$ cat src/rtl/torus_rt_pkg.sv
package torus_rt_pkg;
  localparam int ENTRY_W = 24;
  localparam int HDR_W   = 16;
  localparam int COORD_W = 4;
  localparam int NPORT   = 4;

  typedef enum logic [2:0] {
    P_XP  = 3'd0,
    P_XM  = 3'd1,
    P_YP  = 3'd2,
    P_YM  = 3'd3,
    P_LOC = 3'd4
  } port_e;

  typedef enum logic [1:0] {
    VC_E0 = 2'd0,
    VC_E1 = 2'd1,
    VC_AD = 2'd2,
    VC_RS = 2'd3
  } vc_e;
endpackage

$ cat src/rtl/torus_cfg_table.sv
module torus_cfg_table #(
  parameter int DEPTH = 128,
  parameter int WIDTH = 24,
  parameter int AW    = $clog2(DEPTH)
) (
  input  logic             clk,
  input  logic             we,
  input  logic [AW-1:0]    waddr,
  input  logic [WIDTH-1:0] wdata,
  input  logic [AW-1:0]    raddr,
  output logic [WIDTH-1:0] rdata
);
  logic [WIDTH-1:0] mem [DEPTH];

  // Simple dual-port RAM with registered read: maps onto block RAM.
  always_ff @(posedge clk) begin
    if (we) mem[waddr] <= wdata;
    rdata <= mem[raddr];
  end
endmodule

$ cat src/rtl/torus_min_dir.sv
module torus_min_dir #(
  parameter int SIZE = 8,
  parameter int W    = 4
) (
  input  logic [W-1:0] cur,
  input  logic [W-1:0] dst,
  output logic         need,
  output logic         go_plus
);
  localparam logic [W:0] RING = (W+1)'(SIZE);
  localparam logic [W:0] HALF = (W+1)'(SIZE / 2);

  logic [W:0] fwd;

  always_comb begin
    if (dst >= cur) fwd = {1'b0, dst} - {1'b0, cur};
    else            fwd = {1'b0, dst} + RING - {1'b0, cur};
    need    = (dst != cur);
    go_plus = (fwd <= HALF);
  end
endmodule

$ cat src/rtl/torus_route_sel.sv
module torus_route_sel
  import torus_rt_pkg::*;
#(
  parameter int X_SIZE    = 8,
  parameter int Y_SIZE    = 8,
  parameter int TBL_DEPTH = 128,
  parameter int CNT_W     = 4,
  parameter int IDX_W     = $clog2(TBL_DEPTH)
) (
  input  logic                   clk,
  input  logic                   rst,
  input  logic [COORD_W-1:0]     my_x,
  input  logic [COORD_W-1:0]     my_y,
  input  logic                   tbl_we,
  input  logic [IDX_W-1:0]       tbl_waddr,
  input  logic [ENTRY_W-1:0]     tbl_wdata,
  input  logic                   hdr_valid,
  input  logic [IDX_W-1:0]       hdr_idx,
  input  logic [1:0]             hdr_vc,
  input  logic [2:0]             hdr_in_dir,
  input  logic [NPORT*CNT_W-1:0] adapt_free,
  output logic                   out_valid,
  output logic [2:0]             out_port,
  output logic [1:0]             out_vc,
  output logic [HDR_W-1:0]       out_hdr,
  output logic                   out_err
);
  localparam logic [COORD_W-1:0] X_LAST = COORD_W'(X_SIZE - 1);
  localparam logic [COORD_W-1:0] Y_LAST = COORD_W'(Y_SIZE - 1);

  // Stage 1: table read and header side information.
  logic [ENTRY_W-1:0] ent;
  logic               s1_valid;
  logic [1:0]         s1_vc;
  logic [2:0]         s1_dir;

  torus_cfg_table #(.DEPTH(TBL_DEPTH), .WIDTH(ENTRY_W), .AW(IDX_W)) u_tbl (
    .clk  (clk),
    .we   (tbl_we),
    .waddr(tbl_waddr),
    .wdata(tbl_wdata),
    .raddr(hdr_idx),
    .rdata(ent)
  );

  always_ff @(posedge clk) begin
    if (rst) begin
      s1_valid <= 1'b0;
      s1_vc    <= 2'd0;
      s1_dir   <= 3'd0;
    end else begin
      s1_valid <= hdr_valid;
      s1_vc    <= hdr_vc;
      s1_dir   <= hdr_in_dir;
    end
  end

  // Entry fields.
  logic                perr;
  logic [COORD_W-1:0]  dst_x, dst_y;
  logic                adapt_ok;

  assign perr     = ^ent;
  assign dst_x    = ent[11:8];
  assign dst_y    = ent[7:4];
  assign adapt_ok = ent[3];

  // Minimal direction per dimension.
  logic x_need, x_plus, y_need, y_plus;

  torus_min_dir #(.SIZE(X_SIZE), .W(COORD_W)) u_mdx (
    .cur(my_x), .dst(dst_x), .need(x_need), .go_plus(x_plus));
  torus_min_dir #(.SIZE(Y_SIZE), .W(COORD_W)) u_mdy (
    .cur(my_y), .dst(dst_y), .need(y_need), .go_plus(y_plus));

  // Decision logic.
  port_e            x_port, y_port, sel_port;
  vc_e              sel_vc;
  logic [CNT_W-1:0] cx, cy;
  logic             x_ok, y_ok, in_x, in_y, crossed_x, crossed_y;

  always_comb begin
    x_port = x_plus ? P_XP : P_XM;
    y_port = y_plus ? P_YP : P_YM;
    cx     = adapt_free[int'(x_port)*CNT_W +: CNT_W];
    cy     = adapt_free[int'(y_port)*CNT_W +: CNT_W];
    x_ok   = adapt_ok && x_need && (cx != '0);
    y_ok   = adapt_ok && y_need && (cy != '0);

    in_x = (s1_dir == P_XP) || (s1_dir == P_XM);
    in_y = (s1_dir == P_YP) || (s1_dir == P_YM);
    crossed_x = ((s1_dir == P_XP) && (my_x == '0)) ||
                ((s1_dir == P_XM) && (my_x == X_LAST)) ||
                (in_x && (s1_vc == VC_E0));
    crossed_y = ((s1_dir == P_YP) && (my_y == '0)) ||
                ((s1_dir == P_YM) && (my_y == Y_LAST)) ||
                (in_y && (s1_vc == VC_E0));

    if (!x_need && !y_need) begin
      sel_port = P_LOC;
      sel_vc   = vc_e'(s1_vc);
    end else if (x_ok || y_ok) begin
      sel_vc   = VC_AD;
      sel_port = (x_ok && (!y_ok || cx >= cy)) ? x_port : y_port;
    end else if (x_need) begin
      sel_port = x_port;
      sel_vc   = crossed_x ? VC_E0 : VC_E1;
    end else begin
      sel_port = y_port;
      sel_vc   = crossed_y ? VC_E0 : VC_E1;
    end
  end

  // Stage 2: registered outputs.
  always_ff @(posedge clk) begin
    if (rst) begin
      out_valid <= 1'b0;
      out_err   <= 1'b0;
      out_port  <= 3'd0;
      out_vc    <= 2'd0;
      out_hdr   <= '0;
    end else begin
      out_valid <= s1_valid && !perr;
      out_err   <= s1_valid && perr;
      if (s1_valid && !perr) begin
        out_port <= sel_port;
        out_vc   <= sel_vc;
        out_hdr  <= {sel_port[1:0], ent[11:0], sel_vc};
      end
    end
  end

  // Checks on the block's own behaviour.
  assert_latency_R1: assert property (@(posedge clk) disable iff (rst)
    (out_valid || out_err) |-> $past(hdr_valid, 2));

  assert_err_blocks_R2: assert property (@(posedge clk) disable iff (rst)
    out_err |-> !out_valid);

  assert_local_vc_R3: assert property (@(posedge clk) disable iff (rst)
    (out_valid && out_port == 3'd4) |-> (out_vc == $past(hdr_vc, 2)));

  assert_adapt_gate_R5: assert property (@(posedge clk) disable iff (rst)
    (out_valid && out_port != 3'd4 && out_vc == 2'd2) |-> out_hdr[5]);

  assert_port_range_R8: assert property (@(posedge clk) disable iff (rst)
    out_valid |-> (out_port <= 3'd4));

  assert_escape_code_R7: assert property (@(posedge clk) disable iff (rst)
    (out_valid && out_port != 3'd4) |-> (out_vc != 2'd3));

  assert_hdr_fields_R9: assert property (@(posedge clk) disable iff (rst)
    out_valid |-> (out_hdr[15:14] == out_port[1:0] && out_hdr[1:0] == out_vc));
endmodule

$ cat config.mk
export PLATFORM = sky130hd
export DESIGN_NAME = torus_route_sel
export DESIGN_NICKNAME = d
export VERILOG_FILES = /design/src/rtl/torus_rt_pkg.sv /design/src/rtl/torus_cfg_table.sv /design/src/rtl/torus_min_dir.sv /design/src/rtl/torus_route_sel.sv
export SDC_FILE = /design/constraint.sdc
export NUM_CORES = 2
export LEC_CHECK = 0
export ABC_CLOCK_PERIOD_IN_PS = 10200
export BUFFER_PORTS_ARGS = -buffer_cell sky130_fd_sc_hd__buf_2
export CAP_MARGIN = 20
export CORE_MARGIN = 3
export CORE_UTILIZATION = 55
export DETAILED_ROUTE_END_ITERATION = 8
export PLACE_DENSITY = 0.82
export SKIP_LAST_GASP = 1
export SYNTH_ARGS = -nofsm -noshare
export SYNTH_HDL_FRONTEND = slang
export SYNTH_SLANG_ARGS = --single-unit
$ cat constraint.sdc
create_clock -name clk -period 10.2 [get_ports clk]
set_clock_uncertainty 0.1 [all_clocks]
set_input_delay 2.04 -clock clk [delete_from_list [all_inputs] [get_ports clk]]
set_output_delay 2.04 -clock clk [all_outputs]
set_load 0.01 [all_outputs]
==> flow_summary.yaml <==
outcome:
  status: "complete, no violations"
clock_tree:
  clock_latency_ns: 0.97
  cts_buffers: 305
  clk_pin_slew_ns: 0.06
  ctsResizeCount: 0
  clk_path_buf_depth: 4
  holdBufCountCts: 0
  htreeDepth: 5
  cts_tree: "yes"
  cts-root-buf: "clkbuf_16"
  clock-sinks: 3121
  postCtsSetupBuffers: 0
synth:
  syn-cell-area_sq_um: 120000
  syn-instance-count: 4800
  synth_warnings: 0
  async_flop_share_pct: 0
  synth_top_area_share_pct: 77.1
  synth.area.top_cells: "edfxtp_1 77%, mux4_2 19%, dfxtp_1 0.82%"
  synth-edff-count: 3072
  synth_most_common_cell: "edfxtp_1"
  synth_top_cell_by_area: "edfxtp_1"
  syn-mean-instance-area_sq_um: 24.9
  synth_seq_area_share_pct: 78.0
  ys_top_cells_by_count: "3072 x edfxtp_1, 1008 x mux4_2, 146 x clkbuf_1"
  ys.flop_type: "edfxtp_1"
  ys_ff_latch: 3121
  ys_types: 49
  synth_nets: 4899
sta:
  final-hold-violation-count: 0
  max_freq_mhz: 184
  min_period_ns: 5.43
  tns_ns: 0
  relSlewSlack_pct: 17.7
  timing.final.crit_share_pct: 53.2
  setup_violations: 0
  drv_slew: 0
  worstMarginPinSlew_ns: 1.23
  rsz0062_at_grt: "no"
worst_hold_path:
  hp-class: "reg2reg"
  hold_depth: 2
  min_from: "out_hdr[6]"
  min_to: "out_hdr[6]"
floorplan:
  core-area_sq_um: 215000
  start_util_pct: 55.5
  rows: 170
  die-area_sq_um: 223000
  fp.dieW_microns: 472
  dieHeight_microns: 472
  ioPinCount: 94
critical_path:
  start_kind: "primary input"
  r2r_slack_ns: 5.55
  crit_type: "in2reg"
  critical_path.max_fanout: 7
  arrival_ns: 6.14
  r2r-start: "u_tbl.rdata[4]"
  r2r_cells: 19
  required_ns: 10.92
  r2r_end: "out_port[1]"
  path_cells: "buf_2 > inv_1 > ha_1 > ha_1 > inv_1 > fa_1 > a21oi_1 > a31o_2 > nor3_1 > o32a_1 > mux2_2 > ha_1 > nand2b_1 > a21oi_1 > o21a_1 > nor2_1 > mux2i_1 > a21oi_1 > o41ai_1"
  max_stage_delay_ns: 0.55
  critPathCaptureType: "flop"
  slowest_stage: "fa_1"
routing:
  drt_pre_antenna_iters: 9
  ant_nets: 0
  drt_iter0_drc: 12200
  vias: 61200
  via_per_inst: 7.46
  drt-total-wl_mm: 354
  drc: 0
  wl_per_cell_microns: 43.1
power_and_ir_drop:
  ir_worst_vdd_mv: 0.225
  p_leak_uw: 0.0415
  power_density_nw_per_um2: 204
run:
  maxCapViolations: 0
layout:
  fin_nets: 5231
  final_layout_size_suffix_gt1_share_pct: 34.6
  layoutNonFillerInstCount: 8206
  area_growth_pct: 12.3
  seqCellArea_sq_um: 93200
  fillCellCount: 12700
  multiInputGateArea_sq_um: 25600
place:
  placedCellCount: 7659
  gp_congestion: 0.827
  port_buffers: 93
  dp_hpwl_mm: 162
global_routing:
  met1_usage_pct: 40.6
  grt_pass1_wl_mm: 488
  use_met3_pct: 8.24
  grt_max_degree: 154
  antenna_found_initial: 37
  grt_overflow: 0
  grt_usage_pct: 31.6
  grt_pass1_vias: 59800
  grt-busiest-layer: "met2"
  met2_usage_pct: 50.0
area by class of cell:
| cell class | count | share of cell area [%] |
|---|---|---|
| tap | 2838 | 2.64 |
| timing repair buffer | 278 | 1.63 |
| clock buffer | 372 | 6.01 |
| sequential | 3121 | 69.4 |
| inverter | 29 | 0.0811 |
| multi-input combinational | 1397 | 19.0 |
| antenna | 21 | 0.0391 |
| clock inverter | 150 | 1.13 |
layer usage:
layer | vias up | wire, microns
met1 | 31700 | 110000
met5 | - | 191
met4 | 26 | 25200
met3 | 1395 | 47600
met2 | 6653 | 170000
li1 | 21500 | -
power breakdown:
| group | total, uW | switching [uW] | internal [uW] | leakage (uW) |
|---|---|---|---|---|
| registers | 14200 | 66.8 | 14200 | 0.0280 |
| clock network | 11300 | 4920 | 6410 | 0.00467 |
| logic | 1880 | 1200 | 689 | 0.00879 |
| total | 27400 | 6180 | 21300 | 0.0415 |
cells by family (layout without fill, tap and decap cells):
group                      after synthesis  after routing  synth area share [%]
DFF                                   3121           3121                  78.0
muxes                                 1045           1045                  19.3
buffers and inverters                  282            829                 0.969
and+or+nand+nor                        249            249                 0.930
AOI/OAI and AO/OA                       50             50                 0.269
adders and majority gates               28             28                 0.343
xor gates and xnor gates                25             25                 0.195
other                                    0             21                     0
sequential cells by signal, summed over array words and instances (netlist names):
signal	flops
u_tbl.mem	3072
out_err	1
out_port	3
s1_vc	2
out_valid	1
s1_dir	3
s1_valid	1
u_tbl.rdata	24
out_vc	1
out_hdr	13
worst max path at each step:
| stage | start | to | slack (ns) | cells past startpoint |
|---|---|---|---|---|
| after floorplan | my_y[1] | out_port[1] | 4.44 | 19 |
| after global placement | my_y[1] | out_port[1] | 3.97 | 19 |
| after detailed placement | my_y[1] | out_port[1] | 3.89 | 19 |
| after CTS | my_y[1] | out_port[1] | 4.84 | 19 |
| after global routing | my_y[1] | out_port[1] | 4.53 | 19 |
| final | my_y[1] | out_port[1] | 4.77 | 19 |
through the flow:
| stage | utilization (%) | total power [uW] | hold slack [ns] | cell area [sq um] | worst slack, ns |
|---|---|---|---|---|---|
| floorplan | - | 15500 | 0.355 | 120000 | 4.44 |
| global placement | 57.8 | 16200 | 0.341 | 125000 | 3.97 |
| detailed placement | 57.8 | 16300 | 0.345 | 125000 | 3.89 |
| CTS | 62.2 | 27400 | 0.374 | 134000 | 4.84 |
| global route | 62.3 | 27900 | 0.399 | 134000 | 4.53 |
| finish | 62.3 | 27400 | 0.371 | 134000 | 4.77 |
layout by cell type, fill, tap and decap left out, drive strengths merged, types with 2 or more instances in the layout:
| cell type | Yosys | final |
|---|---|---|
| edfxtp | 3072 | 3072 |
| mux4 | 1008 | 1008 |
| clkbuf | 146 | 372 |
| buf | 107 | 278 |
| nor2 | 131 | 131 |
| clkinv | 0 | 105 |
| dfxtp | 49 | 49 |
| nand2 | 36 | 36 |
| inv | 29 | 33 |
| bufinv | 0 | 31 |
| mux2 | 28 | 28 |
| nand3 | 27 | 27 |
| a21oi | 26 | 26 |
| diode | 0 | 21 |
| ha | 20 | 20 |
| xnor2 | 19 | 19 |
| nor2b | 16 | 16 |
| nor3 | 11 | 11 |
| clkinvlp | 0 | 10 |
| mux2i | 9 | 9 |
| nand2b | 8 | 8 |
| fa | 8 | 8 |
| nand4 | 6 | 6 |
| xor2 | 5 | 5 |
| or4 | 5 | 5 |
| o21ai | 4 | 4 |
| o41ai | 3 | 3 |
| nand4b | 2 | 2 |
| a22oi | 2 | 2 |
| nand3b | 2 | 2 |
| a311oi | 2 | 2 |
critical path: cells and delay by family:
kind	cells	cell delay, ns
muxes	2	0.60
adders and majority gates	4	1.38
and+or+nand+nor	3	0.40
AOI/OAI and AO/OA	7	1.48
buffers and inverters	3	0.24
(Power assumes the default switching activity.)
